<file path="src/rtl/dma_pkg.sv">
`timescale 1ns/1ps
package dma_pkg;
  typedef enum logic [1:0] {
    XS_IDLE = 2'd0,
    XS_REQ  = 2'd1,
    XS_OWN  = 2'd2,
    XS_GAP  = 2'd3
  } xfer_state_t;

  // register select codes
  localparam logic [1:0] SEL_CTRL  = 2'd0;
  localparam logic [1:0] SEL_ADDR  = 2'd1;
  localparam logic [1:0] SEL_COUNT = 2'd2;
  localparam logic [1:0] SEL_DEV   = 2'd3;

  // control word bit positions
  localparam int CB_START = 0;
  localparam int CB_DIR   = 1;
  localparam int CB_BURST = 2;
  localparam int CB_CLR   = 3;
endpackage

</file>
<file path="src/rtl/dma_cfg_regs.sv">
`timescale 1ns/1ps
module dma_cfg_regs
  import dma_pkg::*;
#(
  parameter int AW   = 16,
  parameter int CW   = 12,
  parameter int DEVW = 4
) (
  input  logic            clk,
  input  logic            rst_n,
  input  logic            we,
  input  logic [1:0]      sel,
  input  logic [AW-1:0]   wdata,
  input  logic            active,
  output logic [AW-1:0]   prog_addr,
  output logic [CW-1:0]   prog_count,
  output logic [DEVW-1:0] prog_dev,
  output logic            start_cmd,
  output logic            clr_cmd,
  output logic            cmd_dir,
  output logic            cmd_burst
);
  logic ctrl_wr;

  assign ctrl_wr   = we && (sel == SEL_CTRL);
  assign start_cmd = ctrl_wr && wdata[CB_START] && !active;
  assign clr_cmd   = ctrl_wr && wdata[CB_CLR];
  assign cmd_dir   = wdata[CB_DIR];
  assign cmd_burst = wdata[CB_BURST];

  always_ff @(posedge clk) begin
    if (!rst_n) begin
      prog_addr  <= '0;
      prog_count <= '0;
      prog_dev   <= '0;
    end else if (we && !active) begin
      case (sel)
        SEL_ADDR:  prog_addr  <= wdata;
        SEL_COUNT: prog_count <= wdata[CW-1:0];
        SEL_DEV:   prog_dev   <= wdata[DEVW-1:0];
        default:   ;
      endcase
    end
  end
endmodule

</file>
<file path="src/rtl/dma_xfer_ctrl.sv">
`timescale 1ns/1ps
module dma_xfer_ctrl
  import dma_pkg::*;
#(
  parameter int AW   = 16,
  parameter int CW   = 12,
  parameter int DEVW = 4
) (
  input  logic            clk,
  input  logic            rst_n,
  input  logic            start_cmd,
  input  logic            cmd_dir,
  input  logic            cmd_burst,
  input  logic [AW-1:0]   prog_addr,
  input  logic [CW-1:0]   prog_count,
  input  logic [DEVW-1:0] prog_dev,
  input  logic            bus_grant,
  input  logic            dev_ready,
  output logic            bus_req,
  output logic            active,
  output logic            word_go,
  output logic            last_word,
  output logic            zero_start,
  output logic [AW-1:0]   cur_addr,
  output logic [DEVW-1:0] cur_dev,
  output logic            dir_m2d,
  output logic            burst_mode
);
  xfer_state_t     state;
  logic [CW-1:0]   remain;

  function automatic logic [AW-1:0] addr_after(input logic [AW-1:0] a);
    return a + AW'(1);
  endfunction

  function automatic logic [CW-1:0] count_after(input logic [CW-1:0] c);
    return c - CW'(1);
  endfunction

  function automatic logic is_final(input logic [CW-1:0] c);
    return c == CW'(1);
  endfunction

  assign zero_start = start_cmd && (prog_count == '0);
  assign word_go    = (state == XS_OWN) && bus_grant && dev_ready;
  assign last_word  = word_go && is_final(remain);
  assign bus_req    = (state == XS_REQ) || (state == XS_OWN);
  assign active     = (state != XS_IDLE);

  always_ff @(posedge clk) begin
    if (!rst_n) begin
      state      <= XS_IDLE;
      remain     <= '0;
      cur_addr   <= '0;
      cur_dev    <= '0;
      dir_m2d    <= 1'b0;
      burst_mode <= 1'b0;
    end else begin
      case (state)
        XS_IDLE: if (start_cmd && !zero_start) begin
          state      <= XS_REQ;
          remain     <= prog_count;
          cur_addr   <= prog_addr;
          cur_dev    <= prog_dev;
          dir_m2d    <= cmd_dir;
          burst_mode <= cmd_burst;
        end
        XS_REQ: if (bus_grant) state <= XS_OWN;
        XS_OWN: if (word_go) begin
          cur_addr <= addr_after(cur_addr);
          remain   <= count_after(remain);
          if (last_word)        state <= XS_IDLE;
          else if (!burst_mode) state <= XS_GAP;
        end
        XS_GAP:  state <= XS_REQ;
        default: state <= XS_IDLE;
      endcase
    end
  end
endmodule

</file>
<file path="src/rtl/dma_port_steer.sv">
`timescale 1ns/1ps
module dma_port_steer #(
  parameter int DW = 16
) (
  input  logic          word_go,
  input  logic          dir_m2d,
  input  logic [DW-1:0] dev_rdata,
  input  logic [DW-1:0] mem_rdata,
  output logic          mem_we,
  output logic          mem_re,
  output logic          dev_rd,
  output logic          dev_we,
  output logic [DW-1:0] mem_wdata,
  output logic [DW-1:0] dev_wdata
);
  assign mem_we    = word_go && !dir_m2d;
  assign dev_rd    = word_go && !dir_m2d;
  assign mem_re    = word_go && dir_m2d;
  assign dev_we    = word_go && dir_m2d;
  assign mem_wdata = dev_rdata;
  assign dev_wdata = mem_rdata;
endmodule

</file>
<file path="src/rtl/dma_engine.sv">
`timescale 1ns/1ps
module dma_engine #(
  parameter int AW   = 16,
  parameter int DW   = 16,
  parameter int CW   = 12,
  parameter int DEVW = 4
) (
  input  logic            clk,
  input  logic            rst_n,
  input  logic            cfg_we,
  input  logic [1:0]      cfg_sel,
  input  logic [AW-1:0]   cfg_wdata,
  output logic            bus_req,
  input  logic            bus_grant,
  output logic [AW-1:0]   mem_addr,
  output logic            mem_we,
  output logic            mem_re,
  output logic [DW-1:0]   mem_wdata,
  input  logic [DW-1:0]   mem_rdata,
  output logic [DEVW-1:0] dev_id,
  input  logic            dev_ready,
  output logic            dev_rd,
  input  logic [DW-1:0]   dev_rdata,
  output logic            dev_we,
  output logic [DW-1:0]   dev_wdata,
  output logic            irq
);
  // internal events, named for the checker
  logic [AW-1:0]   prog_addr;
  logic [CW-1:0]   prog_count;
  logic [DEVW-1:0] prog_dev;
  logic            start_cmd, clr_cmd, cmd_dir, cmd_burst;
  logic            active, word_go, last_word, zero_start;
  logic            dir_m2d, burst_mode;

  dma_cfg_regs #(.AW(AW), .CW(CW), .DEVW(DEVW)) u_regs (
    .clk(clk), .rst_n(rst_n), .we(cfg_we), .sel(cfg_sel), .wdata(cfg_wdata),
    .active(active), .prog_addr(prog_addr), .prog_count(prog_count),
    .prog_dev(prog_dev), .start_cmd(start_cmd), .clr_cmd(clr_cmd),
    .cmd_dir(cmd_dir), .cmd_burst(cmd_burst)
  );

  dma_xfer_ctrl #(.AW(AW), .CW(CW), .DEVW(DEVW)) u_ctrl (
    .clk(clk), .rst_n(rst_n), .start_cmd(start_cmd), .cmd_dir(cmd_dir),
    .cmd_burst(cmd_burst), .prog_addr(prog_addr), .prog_count(prog_count),
    .prog_dev(prog_dev), .bus_grant(bus_grant), .dev_ready(dev_ready),
    .bus_req(bus_req), .active(active), .word_go(word_go),
    .last_word(last_word), .zero_start(zero_start), .cur_addr(mem_addr),
    .cur_dev(dev_id), .dir_m2d(dir_m2d), .burst_mode(burst_mode)
  );

  dma_port_steer #(.DW(DW)) u_steer (
    .word_go(word_go), .dir_m2d(dir_m2d), .dev_rdata(dev_rdata),
    .mem_rdata(mem_rdata), .mem_we(mem_we), .mem_re(mem_re),
    .dev_rd(dev_rd), .dev_we(dev_we), .mem_wdata(mem_wdata),
    .dev_wdata(dev_wdata)
  );

  // sticky completion flag: setting wins over a same-cycle clear
  always_ff @(posedge clk) begin
    if (!rst_n)                       irq <= 1'b0;
    else if (last_word || zero_start) irq <= 1'b1;
    else if (clr_cmd)                 irq <= 1'b0;
  end
endmodule

</file>
<file path="config.mk">
export PLATFORM = sky130hd
export DESIGN_NAME = dma_engine
export DESIGN_NICKNAME = d
export VERILOG_FILES = /design/src/rtl/dma_pkg.sv /design/src/rtl/dma_cfg_regs.sv /design/src/rtl/dma_xfer_ctrl.sv /design/src/rtl/dma_port_steer.sv /design/src/rtl/dma_engine.sv
export SDC_FILE = /design/constraint.sdc
export NUM_CORES = 1
export LEC_CHECK = 0
export BUFFER_PORTS_ARGS = -buffer_cell sky130_fd_sc_hd__buf_2
export CORE_ASPECT_RATIO = 2
export CORE_MARGIN = 2
export CORE_UTILIZATION = 55
export CTS_CLUSTER_SIZE = 14
export DETAILED_ROUTE_END_ITERATION = 10
export PLACE_DENSITY = 0.85
export SYNTH_ARGS = -nofsm -noshare
export SYNTH_HDL_FRONTEND = slang
export SYNTH_SLANG_ARGS = --single-unit
</file>
<file path="constraint.sdc">
create_clock -name clk -period 3.3 [get_ports clk]
set_input_delay 0 -clock clk [delete_from_list [all_inputs] [get_ports clk]]
set_output_delay 0 -clock clk [all_outputs]
set_load 0.03 [all_outputs]
</file>
Yosys cells after proc, flatten, opt, wreduce, memory -nomap -nowiden
Cells that the tools add are included.
{"block": "word_totals", "reg_bits": 69, "word_cells": 66}
{"block": "op_classes", "addsub": 2, "eq_ne": 11, "n_mux": 14, "reduce_logical": 29}
{"operator": "16-bit two-way mux", "n": 2}
{"operator": "16-bit one-hot mux with 2 select lines", "n": 1}
{"operator": "12-bit two-way mux", "n": 2}
{"operator": "12-bit one-hot mux with 2 select lines", "n": 1}
{"operator": "16-bit by 1-bit adder with 16-bit output, second input constant", "n": 1}
{"operator": "12-bit by 1-bit == test with 1-bit output, second input constant", "n": 1}
{"operator": "1-bit logical AND", "n": 12}
{"operator": "12-bit zero test", "n": 1}
{"operator": "12-bit by 1-bit subtractor with 12-bit output, second input constant", "n": 1}
{"operator": "2-bit two-way mux", "n": 5}
{"operator": "2-bit == test, second input constant", "n": 4}
{"operator": "2-bit one-hot mux with 4 select lines", "n": 1}
{"operator": "2-bit AND reduction", "n": 4}
{"operator": "2-bit nonzero test", "n": 3}
{"operator": "2-bit by 1-bit == test with 1-bit output, second input constant", "n": 2}
{"operator": "2-bit zero test", "n": 2}
{"operator": "2-bit by 1-bit != test with 1-bit output, second input constant", "n": 2}
{"operator": "4-bit AND reduction", "n": 1}
{"operator": "1-bit zero test", "n": 3}
{"operator": "3-bit != test, second input constant", "n": 1}
{"operator": "3-bit AND reduction", "n": 1}
{"operator": "1-bit logical OR", "n": 2}
{"operator": "1-bit two-way mux", "n": 2}
{"operator": "2-bit != test, second input constant", "n": 1}

Logic depth before layout (Yosys ltp)
{"block": "logic_depth", "word_depth": 9, "mapped_depth": 10, "depth_no_buf": 7}

Modules after synthesis
A second synthesis with hierarchy kept.
{"block": "unflattened", "hier_cells": 450, "area_unflattened_um2": 3762.4}
{"mod": "dma_xfer_ctrl", "instances": 1, "cells_per_inst": 283, "area_per_inst_um2": 2192.1}
{"mod": "dma_cfg_regs", "instances": 1, "cells_per_inst": 128, "area_per_inst_um2": 1263.7}
{"mod": "dma_port_steer", "instances": 1, "cells_per_inst": 36, "area_per_inst_um2": 271.5}
{"mod": "dma_engine", "instances": 1, "cells_per_inst": 3, "area_per_inst_um2": 35.0}

Least setup slack after synthesis
Ideal clock, no wire load.
{"block": "synth_path", "kind": "reg2reg", "startpoint": "reg u_ctrl.cur_addr[2]", "endpoint": "reg u_ctrl.cur_addr[15]", "setup_time_ps": 88, "arrival_ps": 2001, "required_time_ps": 3212, "setup_slack_ps": 1210, "stages_incl_launch_ff": 7, "path_buffers": 1, "synth_period_minus_slack_ps": 2090, "cell_sequence": "dfxtp_1 -> nand3_2 -> or2_1 -> buf_6 -> or4_4 -> o31a_1 -> o32ai_2"}
{"block": "synth_between", "elab_chain_len": 3}
{"item": "from (decl)", "line": "dma_xfer_ctrl.sv:24", "source": "output logic [AW-1:0] cur_addr,"}
{"item": "from (signal assigned)", "line": "dma_xfer_ctrl.sv:63", "source": "cur_addr <= prog_addr;"}
{"item": "from (signal assigned)", "line": "dma_xfer_ctrl.sv:70", "source": "cur_addr <= addr_after(cur_addr);"}
{"item": "16-bit by 1-bit adder with 16-bit output", "line": "dma_xfer_ctrl.sv:33", "source": "return a + AW'(1);"}
{"item": "16-bit two-way mux", "line": "dma_xfer_ctrl.sv:69", "source": "XS_OWN: if (word_go) begin"}
{"item": "16-bit one-hot mux with 2 select lines", "line": "dma_xfer_ctrl.sv:59", "source": "case (state)"}
Every way passes these cells. The select of a mux whose other input is x is not followed.
A chain may end at the register's enable or synchronous reset.

Worst setup path in the final report
{"block": "layout_path", "startpoint": "reg u_ctrl.state[0]", "endpoint": "reg u_ctrl.cur_addr[6]"}
{"block": "layout_between", "elab_chain_len": 8, "elab_cells_between_ends": 15, "classes_between": "3 x eq/ne; 1 x mux; 11 x reduce/logical"}
{"item": "from (decl)", "line": "dma_xfer_ctrl.sv:29", "source": "xfer_state_t state;"}
{"item": "from (signal assigned)", "line": "dma_xfer_ctrl.sv:52", "source": "state <= XS_IDLE;"}
{"item": "from (signal assigned)", "line": "dma_xfer_ctrl.sv:61", "source": "state <= XS_REQ;"}
{"item": "from (signal assigned)", "line": "dma_xfer_ctrl.sv:68", "source": "XS_REQ: if (bus_grant) state <= XS_OWN;"}
{"item": "2-bit nonzero test", "line": "dma_xfer_ctrl.sv:48", "source": "assign active = (state != XS_IDLE);"}
{"item": "1-bit zero test", "line": "dma_cfg_regs.sv:26", "source": "assign start_cmd = ctrl_wr && wdata[CB_START] && !active;"}
{"item": "1-bit logical AND", "line": "dma_cfg_regs.sv:26"}
{"item": "1-bit logical AND", "line": "dma_xfer_ctrl.sv:44", "source": "assign zero_start = start_cmd && (prog_count == '0);"}
{"item": "1-bit zero test", "line": "dma_xfer_ctrl.sv:60", "source": "XS_IDLE: if (start_cmd && !zero_start) begin"}
{"item": "1-bit logical AND", "line": "dma_xfer_ctrl.sv:60"}
{"item": "2-bit by 1-bit != test with 1-bit output (no source line)"}
{"item": "3-bit AND reduction (no source line)"}
Parallel ways exist; a longest one is shown, timed or not.

==> insert_results.sql <==
INSERT INTO impl_metrics (metric_group, metric, value, unit) VALUES
('worst_setup_path', 'critPathLaunchType', 'flop', ''),
('worst_setup_path', 'cp.required', '3.52', 'ns'),
('worst_setup_path', 'reg_to_reg_setup_timing_slack', '1.09', 'ns'),
('logic_synthesis', 'postSynthNetCount', '538', ''),
('route', 'drt_first_pass_iters', '6', ''),
('logic_synthesis', 'synthArstFlopShare', '0', '%'),
('logic_synthesis', 'post_synth_num_cell_types', '52', ''),
('run_status', 'result_of_the_run', 'finished clean', ''),
('logic_synthesis', 'synth.top_cells.by_count', '95 x nand2_1, 69 x dfxtp_1, 63 x a21oi_1', ''),
('clock_network', 'cts_made_buffers', '9', ''),
('floorplan', 'io-pin-count', '113', ''),
('global_route', 'grt_usage', '28.62', '%'),
('cells_and_area', 'regArea', '1381', 'um2'),
('logic_synthesis', 'netlist_top_cells_area', 'dfxtp_1 38%, nand2_1 9.7%, a21oi_1 8.6%', ''),
('logic_synthesis', 'synth_seq_cells', '69', ''),
('floorplan', 'die_area', '7391', 'um2'),
('clock_network', 'clk_path_buf_depth', '2', ''),
('cells_and_area', 'layout.cell_area.non_filler', '4163', 'um2'),
('route', 'post_detailed_routing_wire_length', '9.982', 'mm'),
('sta', 'max_slew_margin', '36.75', '%'),
('floorplan', 'floorplan.die.height', '119.6', 'um'),
('logic_synthesis', 'synth_top_area_share', '37.59', '%'),
('sta', 'final.period_utilization', '66.91', '%'),
('logic_synthesis', 'synth_most_common_cell', 'nand2_1', ''),
('route', 'average_vias_per_placed_instance', '6.043', ''),
('floorplan', 'fp.coreArea', '6569', 'um2'),
('logic_synthesis', 'synth_flop_cell', 'dfxtp_1', ''),
('logic_synthesis', 'synth_edf_count', '0', ''),
('worst_setup_path', 'crit_type', 'flop to flop', ''),
('sta', 'clock-skew-final', '0.005005', 'ns'),
('clock_network', 'clock-root-buffer', 'clkbuf_16', ''),
('floorplan', 'die_w', '61.80', 'um'),
('cells_and_area', 'layout-drive-gt1-share', '16.33', '%'),
('sta', 'final-setup-viol-count', '0', ''),
('clock_network', 'tritoncts', 'built', ''),
('sta', 'maxSlewViolCount', '0', ''),
('worst_setup_path', 'rr_endpoint', 'u_ctrl.cur_addr[6]', ''),
('worst_setup_path', 'worstPathArrival', '2.43', 'ns'),
('logic_synthesis', 'avgSynthCellArea', '7.704', 'um2'),
('global_route', 'global_route_wire_length_before_repair', '15.90', 'mm'),
('cells_and_area', 'syn2layout_area_growth', '13.28', '%'),
('cells_and_area', 'filler_cell_count', '525', ''),
('min_path', 'worst_hold_path_type', 'input pin to output port', ''),
('min_path', 'end_point_of_the_worst_hold_path', 'dev_wdata[12]', ''),
('global_route', 'maximum_number_of_pins_on_one_net_before_global_route_repair', '45', ''),
('logic_synthesis', 'synth-warning-count', '0', ''),
('clock_network', 'worst_skew_pair.late_latency', '0.33', 'ns'),
('global_route', 'overflow_left_after_global_routing', '0', ''),
('clock_network', 'clk_transition_reported_paths', '0.05', 'ns'),
('placement', 'placed_cells_incl_taps', '553', ''),
('power_and_ir_drop', 'ir_drop', '0.4391', 'mV'),
('route', 'drt.antenna.violating_nets', '0', ''),
('worst_setup_path', 'timing.critical_path.to_type', 'flop', ''),
('placement', 'port_buffers', '48', ''),
('logic_synthesis', 'netlist.top_cell.by_area', 'dfxtp_1', ''),
('logic_synthesis', 'portion_of_the_post_synthesis_area_used_by_sequential_elements', '37.59', '%'),
('power_and_ir_drop', 'powerDensity', '502.5', 'nW/um2'),
('clock_network', 'cts.repair.resized', '0', ''),
('sta', 'achievable-frequency', '452.9', 'MHz'),
('sta', 'layout_min_cycle_time', '2.208', 'ns'),
('worst_setup_path', 'critical_path_peak_fanout', '42', ''),
('global_route', 'antenna_violations_before_repair', '0', ''),
('worst_setup_path', 'worst-r2r-cell-count', '8', ''),
('placement', 'place_area', '3689', 'um2'),
('global_route', 'grt_pass1_vias', '3418', ''),
('route', 'route.vias.total', '3529', ''),
('sta', 'grt_setup_unrepaired', 'false', ''),
('logic_synthesis', 'postSynthCellCount', '477', ''),
('placement', 'hpwlAfterDp', '6.630', 'mm'),
('logic_synthesis', 'synth.cell_area', '3675', 'um2'),
('clock_network', 'cts_num_sinks', '69', '');
-- state kept, by name (all words and copies together), names as in the netlist --
signal and count:
u_ctrl.cur_addr 16, u_ctrl.cur_dev 4, u_regs.prog_addr 16, u_regs.prog_count 12, u_regs.prog_dev 4, u_ctrl.remain 12
u_ctrl.burst_mode 1, u_ctrl.state 2, u_ctrl.dir_m2d 1, irq 1
-- repair_timing --
item                       4_1_cts  5_1_grt
hold endpoints to repair        28        0
hold buffers                    16        0
setup endpoints to repair        0        0
-- logic make-up (layout without fill, tap and decap cells) --
logic type / Yosys count / after routing / synth area share [%]
AND/OR/NAND/NOR: 192 / 192 / 24.21
AO/OA/AOI/OAI: 121 / 121 / 20.94
buffers and inverters: 76 / 95 / 11.64
flip-flops: 69 / 69 / 37.59
multiplexers: 13 / 13 / 3.575
adder cells (fa/ha/maj): 6 / 6 / 2.043
-- area by class of cell --
class	count	share of cell area, %
Clock inverter	5	1.803
Inverter	11	0.9919
Clock buffer	10	5.741
Sequential cell	69	33.18
Timing Repair Buffer	69	10.82
Tap cell	88	2.645
Multi-Input combinational cell	332	44.82
-- through the flow --
step                setup slack [ns]  utilization [%]  hold WS, ns  total power [W]
floorplan                      1.210                -       0.1317         0.001086
global placement               1.151            56.15    0.0002048         0.001067
global route                  0.8752            63.37   0.00004344         0.002145
finish                         1.092            63.37  0.000008402         0.002092
CTS                            1.088            63.37    0.0002048         0.002090
detailed placement             1.095            56.15    0.0002048         0.001073
-- layout by cell type, fill, tap and decap left out, drive strengths merged, types with 3 or more instances in the layout --
master,count
buf,53
nand3,10
or4,4
o221a,5
or2,3
nand4b,4
mux2i,12
clkinv,4
nand4,7
nor3,11
a21oi,63
nor2b,9
dlygate4sd3,16
o32ai,8
o22ai,4
ha,6
inv,10
clkbuf,10
nand2,95
nor2,32
o21ai,15
nor4,5
o21a,3
o2bb2ai,3
or3,5
dfxtp,69
-- report_power, final --
part	switching (W)	total, W	internal [W]
logic	0.000125	0.000201	0.0000762
registers	0.0000195	0.000875	0.000856
clock network	0.000343	0.00102	0.000673
-- per-layer routing --
| metal | routed length [um] | track usage [%] | vias up |
|---|---|---|---|
| li1 | - | - | 1669 |
| met1 | 3423 | 29.85 | 1626 |
| met2 | 5361 | 50.72 | 178 |
| met3 | 644 | 4.957 | 56 |
| met4 | 553 | 15.29 | 0 |
| met5 | 0 | 0 | - |
-- worst max-delay path, stage by stage (launching register included) --
cell,delay [ns]
dfxtp_1,0.35
inv_1,0.07
ha_1,0.22
nand3_1,0.15
a21boi_0,0.38
or3_1,0.16
buf_4,0.38
nor2_1,0.10
o221a_2,0.27
-- worst max path at each step --
stage          slack, ns             endpoint                from  depth (start not counted)
2_1_floorplan       1.21  u_ctrl.cur_addr[15]  u_ctrl.cur_addr[2]                          6
3_3_place_gp        1.15   u_ctrl.cur_addr[6]     u_ctrl.state[0]                          8
3_5_place_dp        1.09     u_ctrl.remain[0]     u_ctrl.state[0]                          8
4_1_cts             1.09     u_ctrl.remain[0]     u_ctrl.state[0]                          8
5_1_grt             0.88     u_ctrl.remain[0]     u_ctrl.state[0]                          8
6_report            1.09   u_ctrl.cur_addr[6]     u_ctrl.state[0]                          8
(Power assumes the default switching activity.)
